### src/rtl/uart_irq_pkg.sv
package uart_irq_pkg;
  localparam int unsigned REG_W   = 8;
  localparam int unsigned CODE_W  = 3;
  localparam int unsigned NUM_SRC = 5;

  // source slots, index 0 = highest priority
  localparam int unsigned SRC_LS   = 0;
  localparam int unsigned SRC_RDA  = 1;
  localparam int unsigned SRC_TMO  = 2;
  localparam int unsigned SRC_THRE = 3;
  localparam int unsigned SRC_MS   = 4;

  typedef enum logic [CODE_W-1:0] {
    ID_MS   = 3'b000,
    ID_THRE = 3'b001,
    ID_RDA  = 3'b010,
    ID_LS   = 3'b011,
    ID_TMO  = 3'b110
  } irq_id_e;

  // enable bit positions
  localparam int unsigned EN_RDA  = 0;
  localparam int unsigned EN_THRE = 1;
  localparam int unsigned EN_LS   = 2;
  localparam int unsigned EN_MS   = 3;
  localparam logic [REG_W-1:0] EN_USED = 8'h0F;
endpackage

### src/rtl/irq_enable_reg.sv
module irq_enable_reg #(
  parameter int unsigned W = 8,
  parameter logic [W-1:0] USED = '1
) (
  input  logic         clk_i,
  input  logic         rst_ni,
  input  logic         we_i,
  input  logic [W-1:0] wdata_i,
  output logic [W-1:0] en_o
);
  logic [W-1:0] en_q;

  always_ff @(posedge clk_i or negedge rst_ni) begin
    if (!rst_ni)   en_q <= '0;
    else if (we_i) en_q <= wdata_i & USED;
  end

  assign en_o = en_q;
endmodule

### src/rtl/irq_pend_latch.sv
module irq_pend_latch #(
  parameter int unsigned N = 3
) (
  input  logic         clk_i,
  input  logic         rst_ni,
  input  logic [N-1:0] set_i,
  input  logic [N-1:0] clr_i,
  output logic [N-1:0] pend_o
);
  for (genvar i = 0; i < N; i++) begin : g_flag
    logic flag_q;
    // set wins over a same-cycle clear
    always_ff @(posedge clk_i or negedge rst_ni) begin
      if (!rst_ni)       flag_q <= 1'b0;
      else if (set_i[i]) flag_q <= 1'b1;
      else if (clr_i[i]) flag_q <= 1'b0;
    end
    assign pend_o[i] = flag_q;
  end
endmodule

### src/rtl/irq_prio_enc.sv
module irq_prio_enc #(
  parameter int unsigned N = 5,
  parameter int unsigned CW = 3,
  parameter logic [N*CW-1:0] CODES = '0
) (
  input  logic [N-1:0]  req_i,
  output logic          valid_o,
  output logic [CW-1:0] code_o,
  output logic [N-1:0]  sel_o
);
  always_comb begin
    sel_o  = '0;
    code_o = '0;
    // walk low to high priority so the lowest index ends up selected
    for (int i = N - 1; i >= 0; i--) begin
      if (req_i[i]) begin
        sel_o      = '0;
        sel_o[i]   = 1'b1;
        code_o     = CODES[i*CW +: CW];
      end
    end
  end

  assign valid_o = |req_i;
endmodule

### src/rtl/uart_irq_ident.sv
module uart_irq_ident
  import uart_irq_pkg::*;
(
  input  logic             clk_i,
  input  logic             rst_ni,
  input  logic             ier_we_i,
  input  logic [REG_W-1:0] ier_wdata_i,
  input  logic             iir_re_i,
  input  logic             lsr_evt_i,
  input  logic             lsr_rd_i,
  input  logic             rx_avail_i,
  input  logic             rx_tmo_i,
  input  logic             thre_evt_i,
  input  logic             msr_evt_i,
  input  logic             msr_rd_i,
  input  logic             fifo_en_i,
  output logic [REG_W-1:0] ier_o,
  output logic [REG_W-1:0] iir_o,
  output logic             irq_o,
  output logic             thre_clr_o
);
  localparam int unsigned NLATCH = 3;
  localparam int unsigned L_LS = 0, L_THRE = 1, L_MS = 2;
  localparam logic [NUM_SRC*CODE_W-1:0] CODE_TAB =
    {ID_MS, ID_THRE, ID_TMO, ID_RDA, ID_LS};

  logic [REG_W-1:0]   en;
  logic [NLATCH-1:0]  pend, lset, lclr;
  logic [NUM_SRC-1:0] req, sel;
  logic               any;
  logic [CODE_W-1:0]  code;

  irq_enable_reg #(.W(REG_W), .USED(EN_USED)) u_en (
    .clk_i, .rst_ni, .we_i(ier_we_i), .wdata_i(ier_wdata_i), .en_o(en)
  );

  assign lset = {msr_evt_i, thre_evt_i, lsr_evt_i};
  assign lclr = {msr_rd_i, thre_clr_o, lsr_rd_i};

  irq_pend_latch #(.N(NLATCH)) u_pend (
    .clk_i, .rst_ni, .set_i(lset), .clr_i(lclr), .pend_o(pend)
  );

  always_comb begin
    req           = '0;
    req[SRC_LS]   = pend[L_LS]   & en[EN_LS];
    req[SRC_RDA]  = rx_avail_i   & en[EN_RDA];
    req[SRC_TMO]  = rx_tmo_i     & fifo_en_i & en[EN_RDA];
    req[SRC_THRE] = pend[L_THRE] & en[EN_THRE];
    req[SRC_MS]   = pend[L_MS]   & en[EN_MS];
  end

  irq_prio_enc #(.N(NUM_SRC), .CW(CODE_W), .CODES(CODE_TAB)) u_enc (
    .req_i(req), .valid_o(any), .code_o(code), .sel_o(sel)
  );

  assign thre_clr_o = iir_re_i & sel[SRC_THRE];
  assign iir_o      = {{2{fifo_en_i}}, 2'b00, code, ~any};
  assign irq_o      = any;
  assign ier_o      = en;
endmodule

### config.mk
export PLATFORM = sky130hd
export DESIGN_NAME = uart_irq_ident
export DESIGN_NICKNAME = d
export VERILOG_FILES = /design/src/rtl/uart_irq_pkg.sv /design/src/rtl/irq_enable_reg.sv /design/src/rtl/irq_pend_latch.sv /design/src/rtl/irq_prio_enc.sv /design/src/rtl/uart_irq_ident.sv
export SDC_FILE = /design/constraint.sdc
export NUM_CORES = 1
export LEC_CHECK = 0
export CAP_MARGIN = 20
export CELL_PAD_IN_SITES_DETAIL_PLACEMENT = 1
export CELL_PAD_IN_SITES_GLOBAL_PLACEMENT = 2
export CORE_UTILIZATION = 15
export DETAILED_ROUTE_END_ITERATION = 8
export PLACE_DENSITY_LB_ADDON = 0.1
export SKIP_CTS_REPAIR_TIMING = 1
export SYNTH_ARGS = -nofsm -noshare
export SYNTH_HDL_FRONTEND = slang
export SYNTH_SLANG_ARGS = --single-unit
### constraint.sdc
create_clock -name clk_i -period 2.05 [get_ports clk_i]
set_input_delay 0.41 -clock clk_i [delete_from_list [all_inputs] [get_ports clk_i]]
set_output_delay 0.41 -clock clk_i [all_outputs]
set_load 0.01 [all_outputs]
==> results.cfg <==
[synthesis]
ys_types = 15
seq_area_frac_synth_pct = 43.9
yosysMostFrequentCell = buf_4
netlist.area_leader.share_pct = 43.9
synth_area_leaders = dfrtp_1 44%, buf_4 15%, mux2_2 8.5%
synth_edf_count = 0
synthCells = 43
async_reset_ff_share_pct = 100
avgSynthCellArea_um2 = 9.28
ys_top_cells_by_count = 8 x buf_4, 7 x dfrtp_1, 5 x nand2_1
ys.flop_type = dfrtp_1
netlist_area_um2 = 399
synth_top_area_cell = dfrtp_1
synth-seq-cells = 7
yosysWarnings = 0

[grt]
grt_pass1_vias = 365
overflow = 0
antenna_found_initial = 0
grt_max_degree = 8
grt_pass1_wl_mm = 1.54
track_usage_pct = 7.79

[clock_network]
cts_buffers = 3
path_clk_slew_ns = 0.06
clkSinkCount = 7
htree_levels = 1
cts_tree = done
clock_latency_ns = 0.25
cts_buffer_depth = 2
clock-root-buffer = clkbuf_4

[sta]
min_period_ns = 1.95
setup_viol = 0
fin_crit_sh_pct = 95.0
fmax_ghz = 0.513
holdWs_ns = 0.423
rsz0062_at_grt = no
clock_skew_ns = 0.00579
slew_viol_final = 0
hold_viol = 0

[setup_path]
cp-end-kind = primary output
r2r_cells = 6
start_kind = primary input
path_class = in -> out
r2r_slack_ns = 0.74
crit_arrival_ns = 1.54
critPathRequiredTime_ns = 1.64
crit_fanout = 3
r2r_start = u_en.en_o[2]$_DFFE_PN0P_
timing.rr.end = u_pend.g_flag[1].flag_q$_DFFE_PN0P_

[detailed_routing]
drc = 0
drt_pass1_iterations = 2
first_iter_violations = 1
vias_per_cell = 3.73
route.final.wire_length_um = 976
wire_per_inst_um = 9.21
via_count = 395
final_antenna_net_count = 0

[final_layout]
final_util_pct = 29.6
synthToLayoutAreaGrowth_pct = 85.3
fin_area_um2 = 739
n_antenna_cell = 0
n_fill_cell = 296
fin_nets = 97
drive_above_1_share_pct = 18.4
stdcell_count = 106

[pwr]
p_leak_nw = 0.411
p_per_area_nw_per_um2 = 580
ir_drop_mv = 0.304
total_power_uw = 429

[placed_design]
dp.cells = 101
gp_congestion = 0.652
portBuffers = 27
dpl_cell_area_um2 = 696
hpwl_um = 844

[worst_hold_path]
hold_path_class = in -> async

[floorplan]
fp-row-count = 18
core_um2 = 2500
start_util_pct = 16.0
io_pins = 38
die-area_um2 = 2870
die_w_um = 53.6
fp.dieH_um = 53.6

[status]
status = complete, no violations

[run]
drv_cap = 0
## placed cells by master, fill, tap and decap left out, types with 3 or more instances in the layout
master,Yosys,final
a21o_1,4,4
mux2_2,3,3
nand3_1,3,3
dlymetal6s2s_1,0,6
clkbuf_4,0,3
nand2_1,5,5
dfrtp_1,7,7
buf_4,8,5
conb_1,1,6
inv_1,4,4
clkdlybuf4s50_1,0,20
## layout make-up
class / instances / area (µm²) / share of cell area, %
clock buffers: 4 / 26.3 / 3.55
inverters: 5 / 18.8 / 2.54
multi-input cells: 28 / 164 / 22.2
flip-flops and latches: 7 / 175 / 23.7
well taps: 30 / 37.5 / 5.08
repair buffers: 32 / 318 / 43.0
## per-layer routing
layer,share of wire [%],routed length (µm),GRT usage [%]
met2,50,491,12.5
met5,0,0,0
met1,43,423,8.56
met3,6.3,61,1.98
met4,0,0,6.58
## worst max-delay path: stages
cell and delay, ns:
clkdlybuf4s50_1 0.42, a21o_1 0.18, a21boi_2 0.18, buf_4 0.14
nand3_1 0.06, buf_2 0.14
## state kept, by name, summed over array words and instances, names as in the netlist
name and count:
u_pend.g_flag.flag_q 3, u_en.en_o 4
## worst max path at each step
stage	startpoint	to	slack (ns)	depth (start not counted)
after floorplan	rx_tmo_i	thre_clr_o	0.61	4
after global placement	rx_tmo_i	iir_o[0]	-0.31	5
after detailed placement	rx_tmo_i	iir_o[0]	-0.32	5
after CTS	rx_tmo_i	iir_o[0]	-0.32	5
after global routing	rx_avail_i	iir_o[0]	0.008	5
final	rx_avail_i	irq_o	0.10	6
## report_power, final
group	switching (mW)	internal, mW	leakage, nW
clock	0.0523	0.0744	0.0150
sequential	0.0104	0.150	0.0782
combinational	0.0539	0.0877	0.318
total	0.117	0.312	0.411
## kinds of logic (layout without fill, tap and decap cells)
| logic type | Yosys count | count (layout) | synth area share, % |
|---|---|---|---|
| flip-flops | 7 | 7 | 43.9 |
| buffers and inverters | 13 | 41 | 19.7 |
| AND/OR/NAND/NOR | 12 | 12 | 13.2 |
| other | 1 | 6 | 0.940 |
| multiplexers | 3 | 3 | 8.46 |
| AO/OA/AOI/OAI | 7 | 7 | 13.8 |
## metrics by stage
step,worst slack (ns),TNS (ns)
3_5_place_dp,-0.316,-1.45
2_1_floorplan,0.606,0
5_1_grt,0.00770,0
3_3_place_gp,-0.310,-1.45
6_report,0.102,0
4_1_cts,-0.315,-1.46
(Power assumes the default switching activity.)
